[config.mk]
export PLATFORM = sky130hd
export DESIGN_NAME = pw32_walker
export DESIGN_NICKNAME = d
export VERILOG_FILES = /design/src/rtl/pw32_pkg.sv /design/src/rtl/pw32_addr_gen.sv /design/src/rtl/pw32_entry_dec.sv /design/src/rtl/pw32_paddr.sv /design/src/rtl/pw32_walker.sv
export SDC_FILE = /design/constraint.sdc
export NUM_CORES = 1
export LEC_CHECK = 0
export BUFFER_PORTS_ARGS = -buffer_cell sky130_fd_sc_hd__buf_2
export CORE_AREA = 2 2 130 132
export CTS_CLUSTER_DIAMETER = 40
export CTS_CLUSTER_SIZE = 10
export DETAILED_ROUTE_END_ITERATION = 8
export DIE_AREA = 0 0 132 134
export PLACE_DENSITY = 0.79
export SYNTH_ARGS = -nofsm -noshare
export SYNTH_HDL_FRONTEND = slang
export SYNTH_SLANG_ARGS = --single-unit
[constraint.sdc]
create_clock -name clk -period 2.8 [get_ports clk]
set_clock_uncertainty 0.2 [all_clocks]
set_input_delay 0.28 -clock clk [delete_from_list [all_inputs] [get_ports clk]]
set_output_delay 0.28 -clock clk [all_outputs]
set_load 0.01 [all_outputs]
[src/rtl/pw32_pkg.sv]
package pw32_pkg;
   localparam int unsigned ENT_W  = 32;
   localparam int unsigned IDX_W  = 10;
   localparam int unsigned OFS_W  = 12;
   localparam int unsigned BIG_W  = 22;
   localparam int unsigned F_PRES = 0;
   localparam int unsigned F_WR   = 1;
   localparam int unsigned F_USR  = 2;
   localparam int unsigned F_ACC  = 5;
   localparam int unsigned F_BIG  = 7;
   localparam int unsigned F_HOLE = 21;
   localparam int unsigned HI_LSB = 13;
   localparam int unsigned HI_MAX = 8;

   typedef enum logic [1:0] {
      WF_NONE   = 2'd0,
      WF_ABSENT = 2'd1,
      WF_RSVD   = 2'd2
   } walk_fault_e;

   typedef enum logic [1:0] {
      WS_IDLE   = 2'd0,
      WS_DIR_RD = 2'd1,
      WS_DIR_WB = 2'd2,
      WS_TBL_RD = 2'd3
   } walk_state_e;

   typedef struct packed {
      logic present;
      logic accessed;
      logic big;
      logic hole;
      logic usr;
      logic wr;
   } ent_info_t;
endpackage

[src/rtl/pw32_addr_gen.sv]
module pw32_addr_gen import pw32_pkg::*; #(
   parameter int unsigned VA_W = 32
) (
   input  logic [VA_W-1:0]  va,
   input  logic [VA_W-1:0]  base,
   input  logic [ENT_W-1:0] dir_ent,
   output logic [VA_W-1:0]  dir_addr,
   output logic [VA_W-1:0]  tbl_addr
);
   localparam int unsigned SH     = $clog2(ENT_W / 8);
   localparam int unsigned FRM_W  = VA_W - OFS_W;
   localparam int unsigned T_TOP  = VA_W - IDX_W - 1;

   generate
      if (IDX_W + SH != OFS_W) begin : g_bad_geom
         $error("pw32_addr_gen: index plus entry shift must fill the page offset");
      end
   endgenerate

   assign dir_addr = {base[VA_W-1:OFS_W], va[VA_W-1 -: IDX_W], {SH{1'b0}}};
   assign tbl_addr = {dir_ent[OFS_W +: FRM_W], va[T_TOP -: IDX_W], {SH{1'b0}}};
endmodule

[src/rtl/pw32_entry_dec.sv]
module pw32_entry_dec import pw32_pkg::*; (
   input  logic [ENT_W-1:0] ent,
   input  logic             big_ok,
   output ent_info_t        info
);
   always_comb begin
      info.present  = ent[F_PRES];
      info.accessed = ent[F_ACC];
      info.big      = big_ok & ent[F_BIG];
      info.hole     = ent[F_HOLE];
      info.usr      = ent[F_USR];
      info.wr       = ent[F_WR];
   end
endmodule

[src/rtl/pw32_paddr.sv]
module pw32_paddr import pw32_pkg::*; #(
   parameter int unsigned PA_W = 40,
   parameter int unsigned VA_W = 32
) (
   input  logic [VA_W-1:0]  va,
   input  logic [ENT_W-1:0] ent,
   input  logic             big,
   output logic [PA_W-1:0]  paddr
);
   localparam int unsigned HI_USE = PA_W - VA_W;
   localparam int unsigned BFRM_W = VA_W - BIG_W;
   localparam int unsigned SFRM_W = VA_W - OFS_W;

   logic [PA_W-1:0] pa_big;
   logic [PA_W-1:0] pa_small;

   generate
      if (HI_USE > 0) begin : g_ext
         assign pa_big = {ent[HI_LSB +: HI_USE], ent[BIG_W +: BFRM_W], va[BIG_W-1:0]};
      end else begin : g_flat
         assign pa_big = PA_W'({ent[BIG_W +: BFRM_W], va[BIG_W-1:0]});
      end
   endgenerate

   assign pa_small = PA_W'({ent[OFS_W +: SFRM_W], va[OFS_W-1:0]});
   assign paddr    = big ? pa_big : pa_small;
endmodule

[src/rtl/pw32_walker.sv]
module pw32_walker import pw32_pkg::*; #(
   parameter int unsigned PA_W = 40,
   parameter int unsigned VA_W = 32
) (
   input  logic             clk,
   input  logic             rst_n,
   input  logic             start,
   input  logic [VA_W-1:0]  vaddr,
   input  logic [VA_W-1:0]  root_base,
   input  logic             large_en,
   output logic             mem_req,
   output logic             mem_we,
   output logic [VA_W-1:0]  mem_addr,
   output logic [ENT_W-1:0] mem_wdata,
   input  logic             mem_ack,
   input  logic [ENT_W-1:0] mem_rdata,
   output logic             done,
   output logic             fault,
   output logic [1:0]       fault_kind,
   output logic [PA_W-1:0]  paddr,
   output logic             page_large,
   output logic             user_ok,
   output logic             write_ok,
   output logic [ENT_W-1:0] leaf_entry,
   output logic [VA_W-1:0]  leaf_addr
);
   generate
      if (VA_W != ENT_W) begin : g_bad_va
         $error("pw32_walker: virtual width must equal entry width");
      end
      if (PA_W < VA_W || PA_W > VA_W + HI_MAX) begin : g_bad_pa
         $error("pw32_walker: physical width out of range");
      end
   endgenerate

   walk_state_e      state_q, state_d;
   logic [VA_W-1:0]  va_q, base_q;
   logic             big_en_q;
   logic [ENT_W-1:0] dir_q;

   logic [VA_W-1:0]  dir_addr, tbl_addr;
   ent_info_t        info;
   logic [PA_W-1:0]  pa_w;

   logic             fin;
   walk_fault_e      fin_kind;
   logic             fin_large;
   logic             fin_usr, fin_wr;
   logic [VA_W-1:0]  fin_addr;

   pw32_addr_gen #(.VA_W(VA_W)) u_addr (
      .va       (va_q),
      .base     (base_q),
      .dir_ent  (dir_q),
      .dir_addr (dir_addr),
      .tbl_addr (tbl_addr)
   );

   pw32_entry_dec u_dec (
      .ent    (mem_rdata),
      .big_ok (big_en_q && (state_q == WS_DIR_RD)),
      .info   (info)
   );

   pw32_paddr #(.PA_W(PA_W), .VA_W(VA_W)) u_pa (
      .va    (va_q),
      .ent   (mem_rdata),
      .big   (info.big),
      .paddr (pa_w)
   );

   assign mem_req   = (state_q != WS_IDLE);
   assign mem_we    = (state_q == WS_DIR_WB);
   assign mem_addr  = (state_q == WS_TBL_RD) ? tbl_addr : dir_addr;
   assign mem_wdata = dir_q | (ENT_W'(1) << F_ACC);

   always_comb begin
      state_d   = state_q;
      fin       = 1'b0;
      fin_kind  = WF_NONE;
      fin_large = 1'b0;
      fin_usr   = 1'b0;
      fin_wr    = 1'b0;
      fin_addr  = dir_addr;
      unique case (state_q)
         WS_IDLE: begin
            if (start) state_d = WS_DIR_RD;
         end
         WS_DIR_RD: begin
            if (mem_ack) begin
               if (!info.present) begin
                  fin      = 1'b1;
                  fin_kind = WF_ABSENT;
               end else if (info.big) begin
                  fin       = 1'b1;
                  fin_large = 1'b1;
                  fin_kind  = info.hole ? WF_RSVD : WF_NONE;
                  fin_usr   = info.usr;
                  fin_wr    = info.wr;
               end else if (!info.accessed) begin
                  state_d = WS_DIR_WB;
               end else begin
                  state_d = WS_TBL_RD;
               end
            end
         end
         WS_DIR_WB: begin
            if (mem_ack) state_d = WS_TBL_RD;
         end
         WS_TBL_RD: begin
            fin_addr = tbl_addr;
            if (mem_ack) begin
               fin      = 1'b1;
               fin_kind = info.present ? WF_NONE : WF_ABSENT;
               fin_usr  = dir_q[F_USR] & info.usr;
               fin_wr   = dir_q[F_WR] & info.wr;
            end
         end
         default: state_d = WS_IDLE;
      endcase
      if (fin) state_d = WS_IDLE;
   end

   always_ff @(posedge clk or negedge rst_n) begin
      if (!rst_n) begin
         state_q    <= WS_IDLE;
         va_q       <= '0;
         base_q     <= '0;
         big_en_q   <= 1'b0;
         dir_q      <= '0;
         done       <= 1'b0;
         fault      <= 1'b0;
         fault_kind <= WF_NONE;
         paddr      <= '0;
         page_large <= 1'b0;
         user_ok    <= 1'b0;
         write_ok   <= 1'b0;
         leaf_entry <= '0;
         leaf_addr  <= '0;
      end else begin
         state_q <= state_d;
         done    <= fin;
         if (state_q == WS_IDLE && start) begin
            va_q     <= vaddr;
            base_q   <= root_base;
            big_en_q <= large_en;
         end
         if (state_q == WS_DIR_RD && mem_ack) begin
            dir_q <= mem_rdata;
         end
         if (fin) begin
            fault      <= (fin_kind != WF_NONE);
            fault_kind <= fin_kind;
            paddr      <= (fin_kind == WF_NONE) ? pa_w : '0;
            page_large <= (fin_kind == WF_NONE) && fin_large;
            user_ok    <= (fin_kind == WF_NONE) && fin_usr;
            write_ok   <= (fin_kind == WF_NONE) && fin_wr;
            leaf_entry <= mem_rdata;
            leaf_addr  <= fin_addr;
         end
      end
   end
endmodule

==> results of run 1 <==
routing by layer:
metal | global-route usage, % | vias up | wire length [um]
li1 | - | 2722 | -
met1 | 30.1 | 2938 | 8690
met2 | 40.7 | 226 | 10500
met3 | 4.69 | 60 | 1040
met4 | 12.1 | 0 | 838
met5 | 0 | - | 0
final cells by class:
type / instances / area, um2 / share of cell area [%]
clock inverters: 12 / 228 / 2.08
flip-flops and latches: 195 / 4880 / 44.6
repair buffers: 362 / 2310 / 21.1
multi-input cells: 346 / 2760 / 25.2
inverters: 7 / 31.3 / 0.286
clock buffers: 20 / 457 / 4.17
well taps: 220 / 275 / 2.51
kinds of logic (layout without fill, tap and decap cells):
logic type,count (synthesis),count (layout),synth area share (%)
DFF,195,195,60.6
buffers and inverters,66,401,5.42
other,2,5,0.0933
AOI/OAI and AO/OA,63,63,6.11
and+or+nand+nor,121,121,5.92
adders and majority gates,4,4,0.622
muxes,153,153,21.2
critical path: stages, from the launching register on:
cell and delay (ns):
sky130_fd_sc_hd__dfrtp_1 0.38, sky130_fd_sc_hd__ha_2 0.23, sky130_fd_sc_hd__buf_4 0.31, sky130_fd_sc_hd__mux2_2 0.41
sky130_fd_sc_hd__buf_2 0.15
layout by cell type, fill, tap and decap left out, types with 2 or more instances in the layout:
master	synthesis	layout
sky130_fd_sc_hd__a21bo_2	2	2
sky130_fd_sc_hd__a21o_1	2	2
sky130_fd_sc_hd__a21oi_1	2	2
sky130_fd_sc_hd__a22o_1	30	30
sky130_fd_sc_hd__buf_12	0	2
sky130_fd_sc_hd__buf_2	21	259
sky130_fd_sc_hd__buf_4	30	15
sky130_fd_sc_hd__bufinv_16	0	6
sky130_fd_sc_hd__clkbuf_16	0	17
sky130_fd_sc_hd__clkbuf_8	0	3
sky130_fd_sc_hd__clkinv_4	0	4
sky130_fd_sc_hd__conb_1	2	5
sky130_fd_sc_hd__dfrtp_1	195	195
sky130_fd_sc_hd__dlygate4sd3_1	0	85
sky130_fd_sc_hd__ha_1	4	3
sky130_fd_sc_hd__inv_1	6	6
sky130_fd_sc_hd__mux2_1	25	25
sky130_fd_sc_hd__mux2_2	118	118
sky130_fd_sc_hd__mux2i_1	10	10
sky130_fd_sc_hd__nand2_1	108	107
sky130_fd_sc_hd__nand3_1	2	2
sky130_fd_sc_hd__nand4_1	2	2
sky130_fd_sc_hd__nor2_1	4	4
sky130_fd_sc_hd__o21ai_0	7	7
sky130_fd_sc_hd__o21ai_1	2	2
sky130_fd_sc_hd__o21bai_1	2	2
sky130_fd_sc_hd__o31ai_1	12	12
sequential cells by signal (all words and copies together), names as in the netlist:
name / flops
fault: 1
big_en_q: 1
base_q: 20
leaf_addr: 30
fault_kind: 2
leaf_entry: 32
va_q: 32
done: 1
state_q: 2
write_ok: 1
paddr: 40
user_ok: 1
dir_q: 31
page_large: 1
repair_timing:
item                                    CTS  global route
hold endpoints to repair                206             0
hold buffers                             85             0
setup buffers                             0             0
endpoints found under the setup margin    0             0
cell usage after synthesis:
cell	count	area, um2
sky130_fd_sc_hd__a21oi_1	2	10.0
sky130_fd_sc_hd__buf_6	6	67.6
sky130_fd_sc_hd__a22oi_1	1	7.51
sky130_fd_sc_hd__clkbuf_1	2	7.51
sky130_fd_sc_hd__nor2b_1	1	6.26
sky130_fd_sc_hd__a21bo_2	2	20.0
sky130_fd_sc_hd__o21bai_1	2	15.0
sky130_fd_sc_hd__nand3_1	2	10.0
sky130_fd_sc_hd__a21o_1	2	15.0
sky130_fd_sc_hd__nor2_2	1	6.26
sky130_fd_sc_hd__o31ai_1	12	90.1
sky130_fd_sc_hd__buf_2	21	105
sky130_fd_sc_hd__ha_1	4	50.1
sky130_fd_sc_hd__buf_4	30	225
sky130_fd_sc_hd__inv_6	1	8.76
sky130_fd_sc_hd__o21ai_1	2	10.0
sky130_fd_sc_hd__conb_1	2	7.51
sky130_fd_sc_hd__a31o_1	1	8.76
sky130_fd_sc_hd__mux2_1	25	282
sky130_fd_sc_hd__mux2_2	118	1330
sky130_fd_sc_hd__nor2_1	4	15.0
sky130_fd_sc_hd__a32o_1	1	10.0
sky130_fd_sc_hd__a22o_1	30	263
sky130_fd_sc_hd__and3_1	1	6.26
sky130_fd_sc_hd__nand2_1	108	405
sky130_fd_sc_hd__nor3b_1	1	7.51
sky130_fd_sc_hd__mux2i_1	10	100
sky130_fd_sc_hd__dfrtp_1	195	4880
sky130_fd_sc_hd__inv_1	6	22.5
sky130_fd_sc_hd__o21ai_0	7	35.0
sky130_fd_sc_hd__o21a_1	1	7.51
sky130_fd_sc_hd__nand4_1	2	12.5
sky130_fd_sc_hd__nand3b_1	1	7.51
path summary, 6_finish.rpt:
kind	start	to	slack (ns)	cells after the start
worst max-delay path	state_q[0]$_DFFE_PN0P_	mem_addr[22]	0.42	4
min in group asynchronous	rst_n	paddr[0]$_DFFE_PN0P_	0.27	2
max in group asynchronous	rst_n	base_q[13]$_DFFE_PN0P_	1.41	3
worst min register to register	leaf_entry[26]$_DFFE_PN0P_	leaf_entry[26]$_DFFE_PN0P_	0.27	2
worst max register to register	state_q[0]$_DFFE_PN0P_	leaf_addr[13]$_DFFE_PN0P_	0.46	6
worst min-delay path	mem_rdata[0]	dir_q[0]$_DFFE_PN0P_	0.05	2
power by group:
group          internal, mW  leakage (nW)  switching, mW  total [mW]
Sequential             4.13          2.40          0.745        4.88
Clock                  1.73         0.330           1.07        2.80
Combinational          2.37          2.81           2.48        4.85
Total                  8.23          5.54           4.29        12.5
per-stage QoR:
stage,power [mW],hold WS [ns],cells
2_1_floorplan,7.87,-0.216,607
3_3_place_gp,9.43,0.163,1045
3_5_place_dp,9.63,0.168,1045
4_1_cts,12.5,0.0213,1162
5_1_grt,13.2,0.0453,1162
6_report,12.5,0.0477,1162
==> impl_results.rst, run 1 <==
.. list-table::
   :header-rows: 1

   * - Metric
     - Value
   * - Largest net degree at the start of global routing
     - 80
   * - Type of the setup path with the least slack
     - flop to output port
   * - Setup repair after global routing missed its margin
     - no
   * - Final sum of negative setup slack
     - 0 ns
   * - Maximum capacitance violations
     - 0
   * - Max Clock Freq
     - roughly 420 MHz
   * - Final cell utilization of the core
     - between 60% and 70%
   * - Startpoint Class
     - flop
   * - Number of vias per cell after detailed routing
     - 5.12
   * - Time the worst path needs with I/O delays and setup
     - between 2 and 2.5 ns
   * - Total setup violations reported at the end of the flow
     - 0
   * - Transition time at the pin with the least slew margin
     - 0.926 ns
   * - Initial detailed-routing violation count
     - approximately 310
   * - Outcome
     - finished clean
   * - Clock Root Buffer
     - sky130_fd_sc_hd__clkbuf_16
   * - Sink count of the clock tree
     - 195
   * - Number of placed I/O pins
     - 278
   * - CORE AREA
     - 16300 um2
   * - CP required
     - 2.32 ns
   * - Proportion of synthesized chip area in sequential cells
     - roughly three fifths
   * - Pleak
     - 5.54 nW
   * - Maximum ir drop on the vdd rail
     - 550 uV
   * - Die Footprint
     - about 18000 um2
   * - Headroom to the max-slew limit
     - 38.2%
   * - Weighted congestion reported at the end of routability-driven placement
     - 0.837
   * - Post-detailed-placement cell area
     - 9410 um2
   * - Synth Area per Inst
     - 13.3 um2
   * - Number of instances resized during post-cts repair
     - 0
   * - Peak fanout along the critical path
     - 20
   * - Total Routing Usage GR
     - approximately a quarter
   * - Clock tree from TritonCTS
     - yes
   * - Routed length per placed instance
     - about 18 um
   * - Share of post-route cells with drive strength above 1
     - 46.0%
   * - Number of synthesis warnings
     - 0
   * - Area of all placed cells without fillers
     - 10900 um2
   * - Buffers on Ports
     - between 200 and 300
   * - Detailed Routing Iterations Pass 1
     - 5
   * - Global-route wire length before repair
     - 33.2 mm
   * - Final WS setup
     - ~0.42 ns
   * - Area overhead of the layout relative to synthesis
     - 35.9%
   * - Data arrival time of the critical path
     - 1.90 ns
   * - HPWL Detailed
     - about 14 mm
   * - Total length of routed wires
     - 21.1 mm
   * - Initial antenna violation count
     - 0
   * - Number of filler instances in the final layout
     - ~1.2k
   * - Via count
     - approximately 6k
   * - Worst min-delay path category
     - input port to flop
   * - Gate count of the mapped netlist
     - 604
   * - Kind of end point of the critical path
     - output port
   * - Starting density of the core
     - 49.4%
   * - Final period util
     - between 80% and 90%
   * - Std cell rows
     - 47
   * - Number of pins with negative max-slew slack in the final report
     - 0
   * - Htree depth
     - 4
   * - Total count of hold-check failures in the final report
     - 0
   * - Maximum number of buffers from clock root to sink
     - 2
   * - Layout net count
     - 1034
   * - Area of the mapped netlist
     - 8050 um2
   * - Total global routing overflow
     - 0
   * - Pre-CTS setup slack
     - a little under 0.5 ns
   * - Clock transition time at the flip-flop clock pins of the worst setup and hold paths
     - 0.07 ns
   * - Y dimension of the die
     - between 100 and 150 um
   * - Clock insertion delay at the later pin of the skew report
     - 0.42 ns
   * - Chip width
     - 132 um
   * - Via count of the first global-routing pass
     - 6073
   * - Number of register bits inferred by synthesis
     - 195
   * - Post-synth cell types
     - 33
   * - Diodes inserted
     - 0
   * - TritonCTS Buffers
     - 17
   * - ANT nets after route
     - 0
   * - Power per cell area
     - 1140 nW/um2
   * - DRC
     - 0
No activity file was read; power rests on OpenSTA's default activity.
==> run 2, diff against run 1 <==
--- a/config.mk
+++ b/config.mk
@@ -7,6 +7,7 @@
 export LEC_CHECK = 0
 export BUFFER_PORTS_ARGS = -buffer_cell sky130_fd_sc_hd__buf_2
 export CORE_AREA = 2 2 130 132
+export CTS_BUF_LIST = sky130_fd_sc_hd__clkbuf_4 sky130_fd_sc_hd__clkbuf_8
 export CTS_CLUSTER_DIAMETER = 40
 export CTS_CLUSTER_SIZE = 10
 export DETAILED_ROUTE_END_ITERATION = 8
==> impl_results.rst, run 2 (synthesized netlist as in run 1, its figures left out) <==
.. list-table::
   :header-rows: 1

   * - Metric
     - Value
   * - Worst min-delay path category
     - input port to flop
   * - Clock insertion delay at the later pin of the skew report
     - 0.46 ns
   * - Max Used Layer
     - met4
   * - Time the worst path needs with I/O delays and setup
     - 2.43 ns
   * - Starting density of the core
     - 49.4%
   * - Final period util
     - 86.8%
   * - Max reg flops
     - 40
   * - Routed wl met2
     - 10.4 mm
   * - Routed length on met1
     - 8.89 mm
   * - Number of pins with negative max-slew slack in the final report
     - 0
   * - Headroom to the max-slew limit
     - 37.6%
   * - HPWL Detailed
     - 13.7 mm
   * - Post-detailed-placement cell area
     - 9410 um2
   * - CORE AREA
     - 16300 um2
   * - Total global routing overflow
     - 0
   * - Outcome
     - finished clean
   * - Clock transition time at the flip-flop clock pins of the worst setup and hold paths
     - 0.09 ns
   * - Max Clock Freq
     - slightly above 400 MHz
   * - Clock Root Buffer
     - sky130_fd_sc_hd__clkbuf_8
   * - CP required
     - about 2.3 ns
   * - CP startpoint
     - state_q[0]$_DFFE_PN0P_
   * - Largest net degree at the start of global routing
     - 80
   * - Pleak
     - 5.46 nW
   * - TritonCTS Buffers
     - 17
   * - Total length of routed wires
     - 20.9 mm
   * - Final sum of negative setup slack
     - 0 ns
   * - Detailed Routing Iterations Pass 1
     - 4
   * - Hold buffer count at CTS
     - 86
   * - Routed length per placed instance
     - 18.0 um
   * - Maximum number of buffers from clock root to sink
     - 2
   * - Number of filler instances in the final layout
     - 1191
   * - Share of post-route cells with drive strength above 1
     - 46.0%
   * - Transition time at the pin with the least slew margin
     - 0.936 ns
   * - Clock tree from TritonCTS
     - yes
   * - Htree depth
     - 4
   * - Setup repair after global routing missed its margin
     - no
   * - Data arrival time of the critical path
     - 1.95 ns
   * - Layout net count
     - 1035
   * - Power per cell area
     - 1110 nW/um2
   * - Total setup violations reported at the end of the flow
     - 0
   * - DRC
     - 0
   * - Peak fanout along the critical path
     - 20
   * - Diodes inserted
     - 0
   * - Worst hold path startpoint
     - mem_ack
   * - CP bufs+invs
     - 2
   * - Leading cell types in the layout, fill and taps excluded
     - 259 x sky130_fd_sc_hd__buf_2, 195 x sky130_fd_sc_hd__dfrtp_1, 118 x sky130_fd_sc_hd__mux2_2
   * - Worst flop-to-flop path startpoint
     - state_q[0]$_DFFE_PN0P_
   * - Std cell rows
     - 47
   * - ANT nets after route
     - 0
   * - Longest individual stage delay on the worst path
     - just over 0.4 ns
   * - Number of vias per cell after detailed routing
     - 5.06
   * - Maximum capacitance violations
     - 0
   * - Largest regs
     - paddr (40), leaf_entry (32), va_q (32)
   * - Final cell utilization of the core
     - 66.1%
   * - Routed met3 length
     - ~1000 um
   * - Kind of end point of the critical path
     - output port
   * - Largest Register
     - paddr
   * - Buffers on Ports
     - 260
   * - Maximum ir drop on the vdd rail
     - 575 uV
   * - List of cells traversed by the critical path
     - ha_2, buf_4, mux2_2, buf_2
   * - Sink count of the clock tree
     - 195
   * - Initial detailed-routing violation count
     - 306
   * - Startpoint Class
     - flop
   * - Total Routing Usage GR
     - 23.9%
   * - Via count of the first global-routing pass
     - slightly above 6k
   * - Global-route wire length before repair
     - 32.9 mm
   * - Number of placed I/O pins
     - 278
   * - Total count of hold-check failures in the final report
     - 0
   * - Area overhead of the layout relative to synthesis
     - 33.7%
   * - Initial antenna violation count
     - 0
   * - Number of instances resized during post-cts repair
     - 0
   * - Via count
     - 5885
   * - CP max stage cell
     - sky130_fd_sc_hd__mux2_2
   * - Chip width
     - 132 um
   * - Y dimension of the die
     - 134 um
   * - Fin Hold WS
     - about 0.043 ns
   * - Most frequent standard cell in the layout excluding fill and tap cells
     - sky130_fd_sc_hd__buf_2
   * - Weighted congestion reported at the end of routability-driven placement
     - 0.837
   * - Buffer count from post-CTS setup fixing
     - 0
   * - Area of all placed cells without fillers
     - 10800 um2
   * - Cell family with most CP delay
     - buffers and inverters
   * - Design Power
     - 11.9 mW
   * - Die Footprint
     - 17700 um2
   * - Type of the setup path with the least slack
     - flop to output port
[run 2: cell count changes in the layout (fill, tap and decap cells not counted)]
cell,before,now
sky130_fd_sc_hd__clkbuf_16,17,0
sky130_fd_sc_hd__clkbuf_4,0,1
sky130_fd_sc_hd__clkbuf_8,3,20
sky130_fd_sc_hd__clkbuf_1,1,0
sky130_fd_sc_hd__dlygate4sd3_1,85,86
[run 2: worst min-delay path: stages]
cell                      delay, ns
sky130_fd_sc_hd__buf_2         0.13
sky130_fd_sc_hd__nor3b_1       0.15
sky130_fd_sc_hd__a21oi_1       0.11
[run 2: worst paths after layout]
path / to / slack, ns / cells past startpoint
setup / recovery: mem_addr[22] / 0.37 / 4
hold / removal: leaf_entry[0]$_DFFE_PN0P_ / 0.04 / 3
setup reg to reg: leaf_addr[18]$_DFFE_PN0P_ / 0.47 / 6
hold reg to reg: leaf_entry[26]$_DFFE_PN0P_ / 0.28 / 2
max in group asynchronous: paddr[18]$_DFFE_PN0P_ / 1.46 / 3
min in group asynchronous: leaf_addr[26]$_DFFE_PN0P_ / 0.22 / 2
[run 2: power by group]
part / switching, mW / leakage (nW) / internal [mW]
logic: 2.48 / 2.82 / 2.37
registers: 0.733 / 2.40 / 4.12
clock network: 0.992 / 0.247 / 1.22
total: 4.21 / 5.46 / 7.71
[run 2: layout make-up]
cell class | count | area (um2) | area share (%)
clock buffer | 20 | 269 | 2.50
clock inverter | 12 | 228 | 2.11
inverter | 7 | 31.3 | 0.290
multi-input combinational | 346 | 2760 | 25.6
sequential | 195 | 4880 | 45.3
tap | 220 | 275 | 2.56
timing repair buffer | 363 | 2320 | 21.6
[run 2: per-layer routing]
metal  track usage (%)  vias up
met3              4.95       43
li1                  -     2714
met2              40.0      213
met1              30.1     2915
met5                 0        -
met4              10.7        0
[run 2: through the flow]
step	setup WS [ns]	cells
after detailed placement	0.492	1045
after global placement	0.539	1045
after CTS	0.324	1163
after global routing	0.275	1163
final	0.370	1163
after floorplan	0.838	607
==> run 3, diff against run 2 <==
--- a/config.mk
+++ b/config.mk
@@ -6,13 +6,15 @@
 export NUM_CORES = 1
 export LEC_CHECK = 0
 export BUFFER_PORTS_ARGS = -buffer_cell sky130_fd_sc_hd__buf_2
-export CORE_AREA = 2 2 130 132
+export CELL_PAD_IN_SITES_DETAIL_PLACEMENT = 0
+export CELL_PAD_IN_SITES_GLOBAL_PLACEMENT = 1
+export CORE_AREA = 2 2 154 156
 export CTS_BUF_LIST = sky130_fd_sc_hd__clkbuf_4 sky130_fd_sc_hd__clkbuf_8
-export CTS_CLUSTER_DIAMETER = 40
 export CTS_CLUSTER_SIZE = 10
 export DETAILED_ROUTE_END_ITERATION = 8
-export DIE_AREA = 0 0 132 134
-export PLACE_DENSITY = 0.79
+export DIE_AREA = 0 0 156 158
+export PLACE_DENSITY_LB_ADDON = 0.1
 export SYNTH_ARGS = -nofsm -noshare
 export SYNTH_HDL_FRONTEND = slang
+export SYNTH_HIERARCHICAL = 1
 export SYNTH_SLANG_ARGS = --single-unit
==> impl_results.rst, run 3 <==
.. list-table::
   :header-rows: 1

   * - Metric
     - Value
   * - Outcome
     - finished clean
   * - Starting density of the core
     - 39.0%
   * - Routed met3 length
     - 1.41 mm
   * - Post-detailed-placement cell area
     - roughly 9700 um2
   * - Number of pins with negative max-slew slack in the final report
     - 0
   * - Transition time at the pin with the least slew margin
     - 0.671 ns
   * - Area of the mapped netlist
     - 8990 um2
   * - Number of vias per cell after detailed routing
     - 4.67
   * - Kind of end point of the critical path
     - output port
   * - Clock Root Buffer
     - sky130_fd_sc_hd__clkbuf_8
   * - Maximum number of buffers from clock root to sink
     - 2
   * - Buffer count from post-CTS setup fixing
     - 0
   * - Power Internal
     - 7.31 mW
   * - Detailed Routing Iterations Pass 1
     - 4
   * - Sink count of the clock tree
     - 197
   * - Weighted congestion reported at the end of routability-driven placement
     - between 0.8 and 0.9
   * - DRC
     - 0
   * - Htree depth
     - 4
   * - Setup repair after global routing missed its margin
     - no
   * - Buffers on Ports
     - 262
   * - Headroom to the max-slew limit
     - 55.3%
   * - Flip-flop and latch area
     - between 4000 and 5000 um2
   * - Gate count of the mapped netlist
     - 767
   * - Leading cell types in the layout, fill and taps excluded
     - 261 x sky130_fd_sc_hd__buf_2, 197 x sky130_fd_sc_hd__nand2_1, 197 x sky130_fd_sc_hd__dfrtp_1
   * - Die Footprint
     - 24600 um2
   * - Std cell rows
     - 56
   * - Largest net degree at the start of global routing
     - 78
   * - Largest Register
     - paddr
   * - Chip width
     - about 160 um
   * - Type of the setup path with the least slack
     - flop to output port
   * - Power per cell area
     - around 1100 nW/um2
   * - Via count of the first global-routing pass
     - ~6.4k
   * - Final sum of negative setup slack
     - 0 ns
   * - CP max stage cell
     - sky130_fd_sc_hd__dfrtp_1
   * - Number of instances resized during post-cts repair
     - 0
   * - Pleak
     - 5.62 nW
   * - Longest individual stage delay on the worst path
     - 0.42 ns
   * - ANT nets after route
     - 0
   * - Fin Hold WS
     - 0.204 ns
   * - Maximum capacitance violations
     - 0
   * - Max Used Layer
     - met4
   * - CORE AREA
     - 23100 um2
   * - Peak fanout along the critical path
     - 24
   * - Startpoint Class
     - flop
   * - Clock transition time at the flip-flop clock pins of the worst setup and hold paths
     - 0.11 ns
   * - Area of all placed cells without fillers
     - 10900 um2
   * - Sw Share
     - 37.5%
   * - Clock insertion delay at the later pin of the skew report
     - 0.46 ns
   * - Sequential fraction of design power
     - between 40% and 50%
   * - Clock tree from TritonCTS
     - yes
   * - HPWL Detailed
     - 15.6 mm
   * - Diodes inserted
     - 0
   * - Routed length on met1
     - 10.0 mm
   * - Max Clock Freq
     - 400 MHz
   * - Total length of routed wires
     - 22.4 mm
   * - Initial antenna violation count
     - 0
   * - Most frequent standard cell in the layout excluding fill and tap cells
     - sky130_fd_sc_hd__buf_2
   * - Worst min-delay path category
     - input port to asynchronous set/reset pin
   * - Maximum ir drop on the vdd rail
     - roughly 430 uV
   * - Number of synthesis warnings
     - 6
   * - CP required
     - 2.32 ns
   * - Final period util
     - between 80% and 90%
   * - Routed wl met2
     - 10.5 mm
   * - Via count
     - 6048
   * - Layout net count
     - 1097
   * - Total setup violations reported at the end of the flow
     - 0
   * - List of cells traversed by the critical path
     - ha_2, buf_4, mux2_2, buf_2
   * - Data arrival time of the critical path
     - approximately 2 ns
   * - Power dissipated by switching net loads
     - roughly 4.4 mW
   * - Power share of the combinational group
     - 42.6%
   * - Hold buffer count at CTS
     - between 80 and 90
   * - Global-route wire length before repair
     - between 30 and 40 mm
   * - Time the worst path needs with I/O delays and setup
     - 2.50 ns
   * - Number of filler instances in the final layout
     - ~2.1k
   * - Total count of hold-check failures in the final report
     - 0
   * - Max reg flops
     - 40
   * - TritonCTS Buffers
     - 17
   * - Area of the multi-input gates
     - 2870 um2
   * - Share of post-route cells with drive strength above 1
     - 44.2%
   * - Area overhead of the layout relative to synthesis
     - 21.8%
   * - Initial detailed-routing violation count
     - 283
   * - Total Routing Usage GR
     - 18.6%
   * - Fraction of power consumed by the clock network
     - between 10% and 20%
   * - Synth Area per Inst
     - 11.7 um2
   * - Y dimension of the die
     - 158 um
   * - Number of placed I/O pins
     - around 280
   * - Total global routing overflow
     - 0
   * - Routed length per placed instance
     - between 15 and 20 um
   * - Final cell utilization of the core
     - 47.5%
[run 3: cell count changes in the layout (fill, tap and decap cells not counted), sizes merged, moves of 3 or more]
cell	change
o21ai	-7
inv	+3
mux2	-17
mux2i	-10
o31ai	-11
nand2b	+3
nand2	+91
and2	+10
a22o	+13
bufinv	-5
[run 3: per-layer routing]
| metal | up-vias | global-route usage (%) |
|---|---|---|
| met1 | 2994 | 24.0 |
| met3 | 27 | 5.01 |
| met2 | 177 | 30.1 |
| li1 | 2850 | - |
| met4 | 0 | 6.60 |
| met5 | - | 0 |
[run 3: path summary, 6_finish.rpt]
kind                       depth (start not counted)                       from                         to  slack, ns
min in group clk                                   4                    mem_ack     state_q[1]$_DFFE_PN0P_       0.21
max in group asynchronous                          3                      rst_n       dir_q[7]$_DFFE_PN0P_       1.46
hold reg to reg                                    2  leaf_addr[27]$_DFFE_PN0P_  leaf_addr[27]$_DFFE_PN0P_       0.28
setup reg to reg                                   8     state_q[1]$_DFFE_PN0P_       write_ok$_DFFE_PN0P_       0.37
hold / removal                                     2                      rst_n             done$_DFF_PN0_       0.20
setup / recovery                                   4     state_q[0]$_DFFE_PN0P_               mem_addr[21]       0.30
[run 3: critical path, delay by kind of cell, from the launching register on]
kind                     cells  cell delay (ns)
adder cells (fa/ha/maj)      1             0.22
buffers and inverters        2             0.49
flip-flops                   1             0.42
multiplexers                 1             0.40
[run 3: power by group through the flow]
| stage | Clock (mW) | Combinational [mW] | Sequential (mW) |
|---|---|---|---|
| 2_1_floorplan | 0 | 3.78 | 5.08 |
| 3_3_place_gp | 0 | 4.89 | 4.86 |
| 3_5_place_dp | 0 | 4.98 | 4.91 |
| 4_1_cts | 1.94 | 5.08 | 4.87 |
| 5_1_grt | 2.05 | 5.50 | 5.03 |
| 6_report | 1.86 | 4.98 | 4.86 |
[run 3: layout make-up]
class                           count  area share, %
Sequential cell                   197           45.0
Multi-Input combinational cell    407           26.2
Timing Repair Buffer              365           21.7
Tap cell                          290           3.31
Clock buffer                       19           2.39
Clock inverter                     13           1.27
Inverter                            4          0.137
[run 3: per-stage QoR]
step	power, mW	cells	setup slack (ns)
after global routing	12.6	1295	0.157
final	11.7	1295	0.301
after global placement	9.75	1177	0.436
after detailed placement	9.89	1177	0.357
after CTS	11.9	1295	0.253
after floorplan	8.86	770	0.505
